**config.mk**
```make
export PLATFORM = sky130hd
export DESIGN_NAME = utask_sched
export DESIGN_NICKNAME = d
export VERILOG_FILES = /design/src/rtl/utask_pkg.sv /design/src/rtl/sched_prio_enc.sv /design/src/rtl/sched_pc_file.sv /design/src/rtl/utask_sched.sv
export SDC_FILE = /design/constraint.sdc
export NUM_CORES = 1
export LEC_CHECK = 0
export ABC_CLOCK_PERIOD_IN_PS = 4700
export BUFFER_PORTS_ARGS = -buffer_cell sky130_fd_sc_hd__buf_4
export CORE_ASPECT_RATIO = 0.5
export CORE_MARGIN = 2
export CORE_UTILIZATION = 40
export DETAILED_ROUTE_END_ITERATION = 10
export PLACE_DENSITY = 0.64
export SYNTH_ARGS = -nofsm -noshare
export SYNTH_HDL_FRONTEND = slang
export SYNTH_SLANG_ARGS = --single-unit
```
**constraint.sdc**
```tcl
create_clock -name clk -period 4.7 [get_ports clk]
set_input_delay 0 -clock clk [delete_from_list [all_inputs] [get_ports clk]]
set_output_delay 0 -clock clk [all_outputs]
set_load 0.02 [all_outputs]
```
**src/rtl/utask_pkg.sv**
```systemverilog
package utask_pkg;
  // Source of the next fetch address.
  typedef enum logic [1:0] {
    NA_SEQ    = 2'd0,
    NA_HELD   = 2'd1,
    NA_RESUME = 2'd2
  } na_src_e;
endpackage

```
**src/rtl/sched_prio_enc.sv**
```systemverilog
module sched_prio_enc #(
  parameter int N = 16,
  parameter int W = $clog2(N)
) (
  input  logic [N-1:0] req,
  output logic [W-1:0] idx
);
  // Highest set bit wins; an empty vector yields index 0.
  always_comb begin
    idx = '0;
    for (int i = 0; i < N; i++) begin
      if (req[i]) idx = W'(i);
    end
  end
endmodule

```
**src/rtl/sched_pc_file.sv**
```systemverilog
module sched_pc_file #(
  parameter int N   = 16,
  parameter int PCW = 12,
  parameter int W   = $clog2(N)
) (
  input  logic           clk,
  input  logic           rst_n,
  input  logic           sv_en,
  input  logic [W-1:0]   sv_idx,
  input  logic [PCW-1:0] sv_data,
  input  logic           wr_en,
  input  logic [W-1:0]   wr_idx,
  input  logic [PCW-1:0] wr_data,
  input  logic           dp_en,
  input  logic [W-1:0]   dp_idx,
  input  logic           dp_val,
  input  logic [W-1:0]   rd_idx,
  output logic [PCW-1:0] rd_data,
  input  logic [W-1:0]   rs_idx,
  output logic [PCW-1:0] rs_data,
  input  logic [W-1:0]   dq_idx,
  output logic           dq_flag
);
  logic [PCW-1:0] pc_q [N];
  logic [N-1:0]   dp_q;

  for (genvar g = 0; g < N; g++) begin : g_slot
    logic sv_hit, wr_hit, dp_hit;
    assign sv_hit = sv_en && (sv_idx == W'(g));
    assign wr_hit = wr_en && (wr_idx == W'(g));
    assign dp_hit = dp_en && (dp_idx == W'(g));

    always_ff @(posedge clk or negedge rst_n) begin
      if (!rst_n) begin
        pc_q[g] <= '0;
        dp_q[g] <= 1'b0;
      end else begin
        if (sv_hit)      pc_q[g] <= sv_data;
        else if (wr_hit) pc_q[g] <= wr_data;
        if (dp_hit)      dp_q[g] <= dp_val;
        else if (wr_hit) dp_q[g] <= 1'b0;
      end
    end
  end

  assign rd_data = pc_q[rd_idx];
  assign rs_data = pc_q[rs_idx];
  assign dq_flag = dp_q[dq_idx];
endmodule

```
**src/rtl/utask_sched.sv**
```systemverilog
module utask_sched #(
  parameter int NTASK  = 16,
  parameter int PCW    = 12,
  parameter int ON_GAP = 2,
  localparam int TW    = $clog2(NTASK),
  localparam int DW    = $clog2(ON_GAP + 1)
) (
  input  logic             clk,
  input  logic             rst_n,
  input  logic [NTASK-1:0] wake_req,
  input  logic             swk_vld,
  input  logic [TW-1:0]    swk_task,
  input  logic             blk,
  input  logic             tsk_off,
  input  logic             tsk_on,
  input  logic             hold_in,
  input  logic [PCW-1:0]   cia,
  input  logic [PCW-1:0]   tnia,
  input  logic             disp_set,
  input  logic [TW-1:0]    pc_acc_task,
  input  logic             pc_wr_en,
  input  logic [PCW-1:0]   pc_wr_data,
  output logic [TW-1:0]    cur_task,
  output logic [TW-1:0]    best_task,
  output logic             switch_pend,
  output logic             hold_out,
  output logic [PCW-1:0]   next_pc,
  output logic [PCW-1:0]   pc_rd_data,
  output logic             disp_pend
);
  import utask_pkg::*;

  logic [TW-1:0]    cur_q, cur_d, bnt_q, bnt_d;
  logic             ten_q, ten_d;
  logic [DW-1:0]    gap_q, gap_d;
  logic [NTASK-1:0] rdy_q, rdy_d, cand;
  logic             allow, higher, blk_ok, sw, held, exe;
  logic [PCW-1:0]   resume_pc, save_pc;
  na_src_e          nsrc;

  // Switch decision for the instruction in flight.
  always_comb begin
    allow  = ten_q && (gap_q == '0);
    higher = bnt_q > cur_q;
    blk_ok = blk && (cur_q != '0) && allow && !hold_in;
    sw     = allow && (higher || blk_ok);
    held   = hold_in || (sw && tsk_off);
    exe    = !held;
  end

  // Ready flags and tasking enable next state.
  always_comb begin
    rdy_d = rdy_q;
    if (blk_ok) rdy_d[cur_q] = 1'b0;
    if (sw && !blk_ok && (cur_q != '0)) rdy_d[cur_q] = 1'b1;
    if (exe && swk_vld && (swk_task != '0)) rdy_d[swk_task] = 1'b1;

    ten_d = ten_q;
    gap_d = gap_q;
    if (exe && (gap_q != '0)) gap_d = gap_q - 1'b1;
    if (exe && tsk_off) begin
      ten_d = 1'b0;
    end else if (exe && tsk_on) begin
      ten_d = 1'b1;
      gap_d = DW'(ON_GAP);
    end

    cur_d = sw ? bnt_q : cur_q;
    cand  = wake_req | rdy_d;
    cand[0]     = 1'b0;
    cand[cur_d] = 1'b0;
  end

  sched_prio_enc #(.N(NTASK), .W(TW)) u_enc (
    .req (cand),
    .idx (bnt_d)
  );

  always_ff @(posedge clk or negedge rst_n) begin
    if (!rst_n) begin
      cur_q <= '0;
      bnt_q <= '0;
      ten_q <= 1'b1;
      gap_q <= '0;
      rdy_q <= '0;
    end else begin
      cur_q <= cur_d;
      bnt_q <= bnt_d;
      ten_q <= ten_d;
      gap_q <= gap_d;
      rdy_q <= rdy_d;
    end
  end

  assign save_pc = held ? cia : tnia;

  sched_pc_file #(.N(NTASK), .PCW(PCW), .W(TW)) u_pcf (
    .clk     (clk),
    .rst_n   (rst_n),
    .sv_en   (sw),
    .sv_idx  (cur_q),
    .sv_data (save_pc),
    .wr_en   (exe && pc_wr_en && (pc_acc_task != cur_q)),
    .wr_idx  (pc_acc_task),
    .wr_data (pc_wr_data),
    .dp_en   (exe),
    .dp_idx  (cur_q),
    .dp_val  (disp_set),
    .rd_idx  (pc_acc_task),
    .rd_data (pc_rd_data),
    .rs_idx  (bnt_q),
    .rs_data (resume_pc),
    .dq_idx  (cur_q),
    .dq_flag (disp_pend)
  );

  always_comb begin
    if (sw)        nsrc = NA_RESUME;
    else if (held) nsrc = NA_HELD;
    else           nsrc = NA_SEQ;
    case (nsrc)
      NA_RESUME: next_pc = resume_pc;
      NA_HELD:   next_pc = cia;
      default:   next_pc = tnia;
    endcase
  end

  assign cur_task    = cur_q;
  assign best_task   = bnt_q;
  assign switch_pend = sw;
  assign hold_out    = held;
endmodule

```
**Word level (Yosys, flattened, before mapping)**

Cells that the tools add are included.

- Register bits after elaboration: 235
- Bits of input ports: 69
- Output and inout port bits: 35
- Word-level logic and storage cells: 305

- Add/sub/neg operators: 1
- $lt $le $gt $ge: 9
- Equal/unequal tests: 33
- Multiplexer cells: 106
- Bitwise logic cells: 9
- Reductions and logical operators: 110

Operators by type and width:

| kind | number |
|---|---|
| 2-to-1 mux 12 bit | 37 |
| binary-select mux 12 bit (select 4 bit) | 2 |
| nonzero test 2 bit | 34 |
| logical AND 1 bit | 66 |
| == test 4 bit (second input constant) | 16 |
| 2-to-1 mux 16 bit | 3 |
| OR 16 bit | 3 |
| 2-to-1 mux 1 bit | 40 |
| 2-to-1 mux 4 bit | 9 |
| AND 16 bit | 2 |
| == test 4 x 3 -> 1 bit (second input constant) | 8 |
| inverter 16 bit | 2 |
| one-hot mux 12 bit (2 select lines) | 1 |
| == test 4 x 2 -> 1 bit (second input constant) | 4 |
| < comparator 4 x 5 -> 1 bit (second input constant) | 3 |
| demux 1 bit (select 4 bit) | 3 |
| greater-or-equal comparator 4 x 1 -> 1 bit (second input constant) | 3 |
| 2-to-1 mux 2 bit | 6 |
| 2-to-1 mux 3 bit | 4 |
| greater-or-equal comparator 5 bit (second input constant) | 2 |
| inverter 4 -> 5 bit | 2 |
| == test 4 x 1 -> 1 bit (second input constant) | 2 |
| zero test 4 bit | 2 |
| nonzero test 4 bit | 2 |
| 9 further kinds | 12 |

**Logic depth before layout (Yosys ltp)**

Gate-level depths: netlist of run 1.

- Word-level depth: 29
- Depth in mapped cells: 17
- Mapped depth without buffers: 12

**Hierarchy**

A second synthesis of run 1 with hierarchy kept.

- Cells, all modules: 1761
- Area total of the unflattened synthesis: 16075.4 um^2

Modules (own cells, without submodules):

| module | instances | cells each | area each (um^2) | seq. area each (um^2) |
|---|---|---|---|---|
| sched_pc_file | 1 | 1470 | 13611.8 | 5205.0 |
| utask_sched | 1 | 266 | 2322.2 | 651.9 |
| sched_prio_enc | 1 | 25 | 141.4 | 0.0 |

**Least setup slack after synthesis of run 1**

No wires, ideal clock.

- Path kind: register to register
- From: register cur_q[1], in the netlist cur_task[1]
- To: register u_pcf.pc_q[191] (netlist name)
- Setup time: 0.143 ns
- Data arrival time: 3.384 ns
- Data required time: 4.557 ns
- Path slack: 1.173 ns
- Cell stages (with the launch flop): 16
- Buffers on the path: 4
- Clock period less this slack: 3.527 ns
- Cells stage by stage: dfrtp_1 -> clkbuf_1 -> inv_1 -> ha_1 -> nor2b_4 -> o21a_1 -> o2111ai_2 -> and2_1 -> buf_4 -> inv_4 -> or4_4 -> nand2b_4 -> buf_6 -> buf_6 -> a211oi_1 -> a21oi_1

- Word-level cells in the longest chain between the ends: 13
- Elaborated cells on any way between the ends: 19
- Classes of those cells: order compare (1); eq/ne (1); mux (2); reduce/logical (15)

Ends and longest elaborated chain:

| item | line | text |
|---|---|---|
| start, declared | utask_sched.sv:33 | `logic [TW-1:0] cur_q, cur_d, bnt_q, bnt_d;` |
| start signal, assigned | utask_sched.sv:87 | `cur_q <= cur_d;` |
| parallel branches: the longest is 13 deep, another holds greater-than comparator 4 bit | - |  |
| end signal, assigned by index | sched_pc_file.sv:38 | `if (sv_hit) pc_q[g] <= sv_data;` |
| end signal, assigned by index | sched_pc_file.sv:39 | `else if (wr_hit) pc_q[g] <= wr_data;` |
| end, declared | sched_pc_file.sv:24 | `logic [PCW-1:0] pc_q [N];` |

Parallel ways; which one is timed is not known.
A chain may end at the register's enable or synchronous reset.

**Worst setup path after layout of run 1**

- From: register cur_q[1], in the netlist cur_task[1]
- To: register bnt_q[3], in the netlist best_task[3]

- Word-level cells in the longest chain between the ends: 22
- Elaborated cells on any way between the ends: 44
- Classes of those cells: order compare (5); mux (16); bitwise (7); reduce/logical (16)

Ends and longest elaborated chain:

| item | line | text |
|---|---|---|
| parallel branches: the longest is 13 deep, another holds < comparator 4 x 5 -> 1 bit | - |  |
| AND 16 bit (no source line) * | - |  |
| 2-to-1 mux 4 bit (7 in series) | sched_prio_enc.sv:12 | `if (req[i]) idx = W'(i);` |
| 2-to-1 mux 4 bit * | sched_prio_enc.sv:12 |  |
| named net bnt_d[3] | utask_sched.sv:33 |  |
| end signal, assigned | utask_sched.sv:88 | `bnt_q <= bnt_d;` |
| end, declared | utask_sched.sv:33 |  |

Mark *: on every way through the listed nets, which the timed path passes.

==> metrics.yaml, run 1 <==
outcome: "finished clean"
final.period_utilization_pct: 94.4
viasPerCell: 6.38
drive_gt1_share_pct: 24.4
setup_viol: 0
clock_latency_ps: 570
yosys-top-cells-count: "dfrtp_1 (233), nand2_1 (204), o21ai_0 (141)"
gp_congestion: 0.906
syn_inst: 1435
cts_tree: "done"
cts_sinks: 234
met1_usage_pct: 38.8
rows: 50
drc: 0
portBuffers: 102
syn_to_final_growth_pct: 18.0
overflow: 0
postRouteAntennaNets: 0
htreeDepth: 1
syn-cell-area_um2: 15000
grt_max_degree: 104
met3_usage_pct: 6.36
cpPeakStageDelay_ps: 730
yosys_most_used_dff: "dfrtp_1"
hold_viol_final: 0
fp.dieW_um: 278
required_ps: 5150
fin_area_um2: 17700
drt_iter0_markers: 1632
rsz0062_at_grt: "false"
worst_setup_path_start_kind: "register"
met2_usage_pct: 42.1
start_util_pct: 40.3
worstSetupStartpoint: "cur_task[1]"
hp-start: "tnia[0]"
path_max_fanout: 20
grt_pass1_vias: 12700
finalMaxSlewViolations: 0
wl_um: 53800
synth_area_leaders: "dfrtp_1 (39%), mux4_2 (19%), mux2i_1 (9.1%)"
ir_drop_mv: 0.287
setup_tns_ps: 0
synth_compound_area_share_pct: 15.5
fin_nets: 1614
io_pins: 104
min_period_ps: 4440
vias: 13100
synth_top_family_by_area: "multiplexers"
grtUsageTotal_pct: 27.4
cts_root_buf: "clkbuf_16"
critPathCaptureType: "register"
muxShareOfSynthArea_pct: 27.7
grt_pass1_wl_um: 80900
die_y_um: 141
dpl-instance-area_um2: 16200
critical_path_class: "reg2reg"
dieArea_um2: 39100
power.density_nw_per_um2: 588
core-area_um2: 37200
reg2reg_from: "cur_task[1]"
cpMaxStageDelayCell: "or4_1"
max_freq_mhz: 225
clockBufferDepth: 3
yosysTopAreaCell: "dfrtp_1"
slew_headroom_pct: 19.2
seq_area_frac_synth_pct: 39.1
finalClockSkew_ps: 17.9
syn-num-nets: 1509
hp-class: "in2reg"
power.leakage_uw: 0.00736
synth_top_area_share_pct: 38.9
synth-xor-area-share_pct: 0.234
dp_hpwl_um: 33900
ys_types: 76
antenna_found_initial: 1
path_cells: "buf_4 -> or4_1 -> nand2_2 -> a31o_4 -> buf_4 -> a21oi_1 -> o22a_1 -> or2_0 -> nor3_1 -> dlygate4sd3_1 -> nand2b_1 -> dlygate4sd3_1"
routedWlPerCell_um: 26.2
path_clk_slew_ps: 70
ys_async_sr_fraction_pct: 100
synthAdderAreaFrac_pct: 0.418
arrival_ps: 4890
synth_enable_flop_cells: 0
synthSimpleGateAreaFrac_pct: 12.5
firstDrtPassIters: 6
timing.hold.ws_ps: 7.90
yosysWarnings: 0
syn_avg_cell_area_um2: 10.4
cts_buffers: 25
cap_violations: 0
ys_ff_latch: 234
busiest_layer: "met2"
synth_most_common_cell: "dfrtp_1"
tightest_slew_ps: 1210
-- worst paths after layout --
path	end	slack [ps]	cells past startpoint
setup / recovery	best_task[3]	260	12
hold / removal	u_pcf.pc_q[156]	8	5
setup reg to reg	best_task[3]	260	12
hold reg to reg	u_pcf.dp_q[9]	530	2
max in group asynchronous	u_pcf.pc_q[38]	3340	3
min in group asynchronous	u_pcf.pc_q[174]	60	2
-- placed cells by master (no fill, tap or decap), types with 7 or more instances in the layout --
| cell type | instances |
|---|---|
| a211oi_1 | 12 |
| a21oi_1 | 60 |
| a221o_1 | 11 |
| a221oi_1 | 15 |
| and2_1 | 10 |
| buf_4 | 149 |
| clkbuf_16 | 25 |
| clkinv_2 | 7 |
| dfrtp_1 | 230 |
| dlygate4sd3_1 | 59 |
| inv_1 | 22 |
| mux2i_1 | 136 |
| mux4_2 | 123 |
| nand2_1 | 204 |
| nand3_1 | 26 |
| nor2_1 | 102 |
| nor2_2 | 10 |
| nor2b_1 | 11 |
| nor3_1 | 12 |
| o21ai_0 | 140 |
| o21ai_1 | 19 |
| o221a_2 | 21 |
| o221ai_1 | 14 |
| o22ai_1 | 16 |
| o32ai_1 | 8 |
-- cell families after synthesis --
kind of cell,after synthesis
adders and majority gates,5
AOI/OAI and AO/OA,357
xor gates and xnor gates,4
DFF,234
buffers and inverters,156
muxes,261
and+or+nand+nor,418
-- routing by layer --
metal	vias up	routed length, um	share of wire, %
met4	0	1740	3.2
met2	811	23800	44
met3	125	5780	11
met1	6581	22400	42
met5	-	0	0
li1	5583	-	-
-- metrics by stage --
step | utilization (%) | instances | power, uW | setup WS, ps
CTS | 47.5 | 2051 | 10300 | 16.1
global placement | 43.6 | 1946 | 7950 | 812
floorplan | - | 1435 | 6720 | 1170
global route | 47.6 | 2054 | 10900 | 64.2
finish | 47.6 | 2054 | 10400 | 265
detailed placement | 43.6 | 1946 | 8090 | 812
-- repair_timing --
| action | in CTS | in global routing |
|---|---|---|
| hold endpoints to repair | 313 | 0 |
| hold buffers | 59 | 0 |
| resized for setup | 0 | 4 |
| setup buffers | 0 | 2 |
| endpoints found under the setup margin | 0 | 4 |
-- critical path: cells and delay by family, from the launching register on --
kind                   cells  cell delay, ps
AOI/OAI and AO/OA          3             630
buffers and inverters      4            1750
DFF                        1             420
and+or+nand+nor            5            1510
-- flip-flops by register name, indices dropped and copies added (netlist names) --
register,flops
u_pcf.pc_q,192
u_pcf.dp_q,16
rdy_q,15
best_task,4
cur_task,4
gap_q,2
ten_q,1
-- power by group --
| group | internal (uW) | total [uW] | leakage, uW | switching, uW |
|---|---|---|---|---|
| Sequential | 2980 | 3720 | 0.00283 | 737 |
| Combinational | 2340 | 4560 | 0.00411 | 2220 |
| Clock | 1190 | 2110 | 0.000426 | 915 |
-- cell type report --
cell class              instances  area, um2
fillers                      3443      19500
clock inverters                11        124
well taps                     494        618
repair buffers                210       1740
clock buffers                  35        723
inverters                      24       95.1
multi-input cells            1045       8500
flip-flops and latches        234       5860
diodes                          1       2.50
Power figures use the tool's default switching activity.
==> run 2: changes to the inputs <==
- MAX_ROUTING_LAYER: default -> met4
==> run 2 against run 1 <==
Register-to-register slack about the same. Non-clock buffer count unchanged. Critical endpoint unchanged. Sequential cell count unchanged.
==> metrics.yaml, run 2 (synthesis results as in run 1) <==
outcome: "finished clean"
rows: 50  # unchanged
firstDrtPassIters: 5  # -1
dp_hpwl_um: 33900  # unchanged
grtUsageTotal_pct: 28.3  # +0.84 points
wl_um: 53700  # -0.22%
syn_to_final_growth_pct: 18.0  # unchanged
overflow: 0  # unchanged
cap_violations: 0  # unchanged
vias: 13000  # -0.53%
io_pins: 104  # unchanged
drt_iter0_markers: 1610  # -1.3%
setup_viol: 0  # unchanged
hp-start: "tnia[0]"
fp.dieW_um: 278  # unchanged
gp_congestion: 0.922  # +1.7%
path_clk_slew_ps: 70  # about the same
rr_endpoint: "best_task[3]"
slew_headroom_pct: 21.3  # +2.1 points
hp-class: "in2reg"
clock_latency_ps: 570  # about the same
final.period_utilization_pct: 94.4  # about the same
required_ps: 5150  # about the same
crit_family: "buffers and inverters"
largest_register: "u_pcf.pc_q"
antenna_found_initial: 1  # unchanged
min_period_ps: 4440  # +1.87 ps
core-area_um2: 37200  # unchanged
critical_path_class: "reg2reg"
htreeDepth: 1  # unchanged
p_comb_share_pct: 43.9  # about the same
pwr-share-seq_pct: 35.8  # about the same
grt_pass1_wl_um: 80900  # about the same
cts_sinks: 234  # unchanged
drc: 0  # unchanged
drive_gt1_share_pct: 24.4  # unchanged
routedWlPerCell_um: 26.1  # -0.22%
cts_tree: "done"
max_freq_mhz: 225  # about the same
finalClockSkew_ps: 18.7  # +0.778 ps
hold_viol_final: 0  # unchanged
grt_max_degree: 104  # unchanged
critPathCaptureType: "register"
fin_nets: 1614  # unchanged
power_uw: 10400  # about the same
clockBufferDepth: 3  # unchanged
tightest_slew_ps: 1180  # -31.1 ps
arrival_ps: 4890  # about the same
rsz0062_at_grt: "false"
reg2reg_depth: 13  # +1
worst_path_most_repeated_cell: "dlygate4sd3_1"
cpPeakStageDelay_ps: 610  # -120 ps
holdPathEnd: "u_pcf.pc_q[156]"
viasPerCell: 6.34  # -0.53%
finalMaxSlewViolations: 0  # unchanged
postRouteAntennaNets: 0  # unchanged
cts_root_buf: "clkbuf_16"
grt_pass1_vias: 12700  # -0.20%
power.density_nw_per_um2: 588  # about the same
utilization_pct: 47.6  # unchanged
final_common_cell: "dfrtp_1"
worstHoldPathCells: 5  # unchanged
layout_common_cells: "dfrtp_1 (230), nand2_1 (204), buf_4 (149), o21ai_0 (140), mux2i_1 (136)"
p_int_uw: 6510  # about the same
p_clk_share_pct: 20.2  # about the same
worst_setup_path_start_kind: "register"
netSwitchingFraction_pct: 37.3  # about the same
portBuffers: 102  # unchanged
reg2reg_from: "cur_task[1]"
largest_registers: "u_pcf.pc_q (192), u_pcf.dp_q (16), rdy_q (15)"
critical_path_buf_inv_count: 4  # unchanged
ir_drop_mv: 0.287  # about the same
die_y_um: 141  # unchanged
largest_register_ffs: 192  # unchanged
p_sw_uw: 3870  # about the same
dieArea_um2: 39100  # unchanged
path_cells: "inv_1 -> ha_1 -> nor2b_4 -> o211ai_1 -> a31o_4 -> buf_4 -> a21oi_1 -> o22a_1 -> or2_0 -> nor3_1 -> dlygate4sd3_1 -> nand2b_1 -> dlygate4sd3_1"
power.leakage_uw: 0.00736  # unchanged
regToRegSetupSlack_ps: 260  # about the same
setup_tns_ps: 0  # unchanged
cts_buffers: 25  # unchanged
start_util_pct: 40.3  # unchanged
cpMaxStageDelayCell: "dlygate4sd3_1"
path_max_fanout: 20  # unchanged
run 2: cell counts in the layout (fill, tap and decap cells not counted):
Identical to the previous run, type by type.
run 2: how the worst max path moves through the flow:
stage | from | endpoint | slack [ps] | cells past startpoint
floorplan | cur_task[1] | u_pcf.pc_q[191] | 1170 | 15
global placement | cur_task[3] | u_pcf.pc_q[45] | 810 | 10
detailed placement | cur_task[3] | u_pcf.pc_q[45] | 810 | 10
CTS | cur_task[3] | best_task[3] | 20 | 13
global route | cur_task[1] | best_task[3] | 70 | 13
finish | cur_task[1] | best_task[3] | 260 | 13
run 2: routing by layer:
metal | track usage, % | up-vias | wire length (um)
met5 | - | - | 0
met4 | 7.94 | 0 | 1610
met1 | 39.1 | 6523 | 22600
met3 | 5.78 | 115 | 5650
met2 | 42.4 | 803 | 23900
li1 | - | 5589 | -
run 2: tightest hold or removal path, cell delays in order:
cell	delay [ps]
buf_4	90
nand2_1	40
nand2_1	250
nand2_1	70
o21ai_0	70
run 2: layout make-up:
cell class,instances,area (um2)
repair buffers,210,1740
inverters,24,95.1
flip-flops and latches,234,5860
well taps,494,618
clock inverters,11,124
clock buffers,35,723
fillers,3443,19500
multi-input cells,1045,8500
diodes,1,2.50
run 2: what timing repair did:
| item | in CTS | in global routing |
|---|---|---|
| buffers inserted | 0 | 2 |
| gates resized for setup | 0 | 4 |
| endpoints found under the setup margin | 0 | 4 |
| endpoints found under the hold margin | 313 | 0 |
| hold buffers | 59 | 0 |
run 2: power by group through the flow:
stage	clock, uW	combinational (uW)	sequential, uW
after floorplan	0	3240	3480
after global placement	0	4280	3680
after detailed placement	0	4370	3720
after CTS	2120	4470	3710
after global routing	2190	4900	3830
final	2100	4560	3720
run 2: stage by stage:
stage                     cells  cell area, um2  worst slack (ps)  hold slack [ps]
final                      2054           17700               263             4.13
after global placement     1946           16200               812              125
after floorplan            1435           15000              1170             -296
after global routing       2054           17700              70.9             75.4
after CTS                  2051           17600              16.1             4.95
after detailed placement   1946           16200               812              122
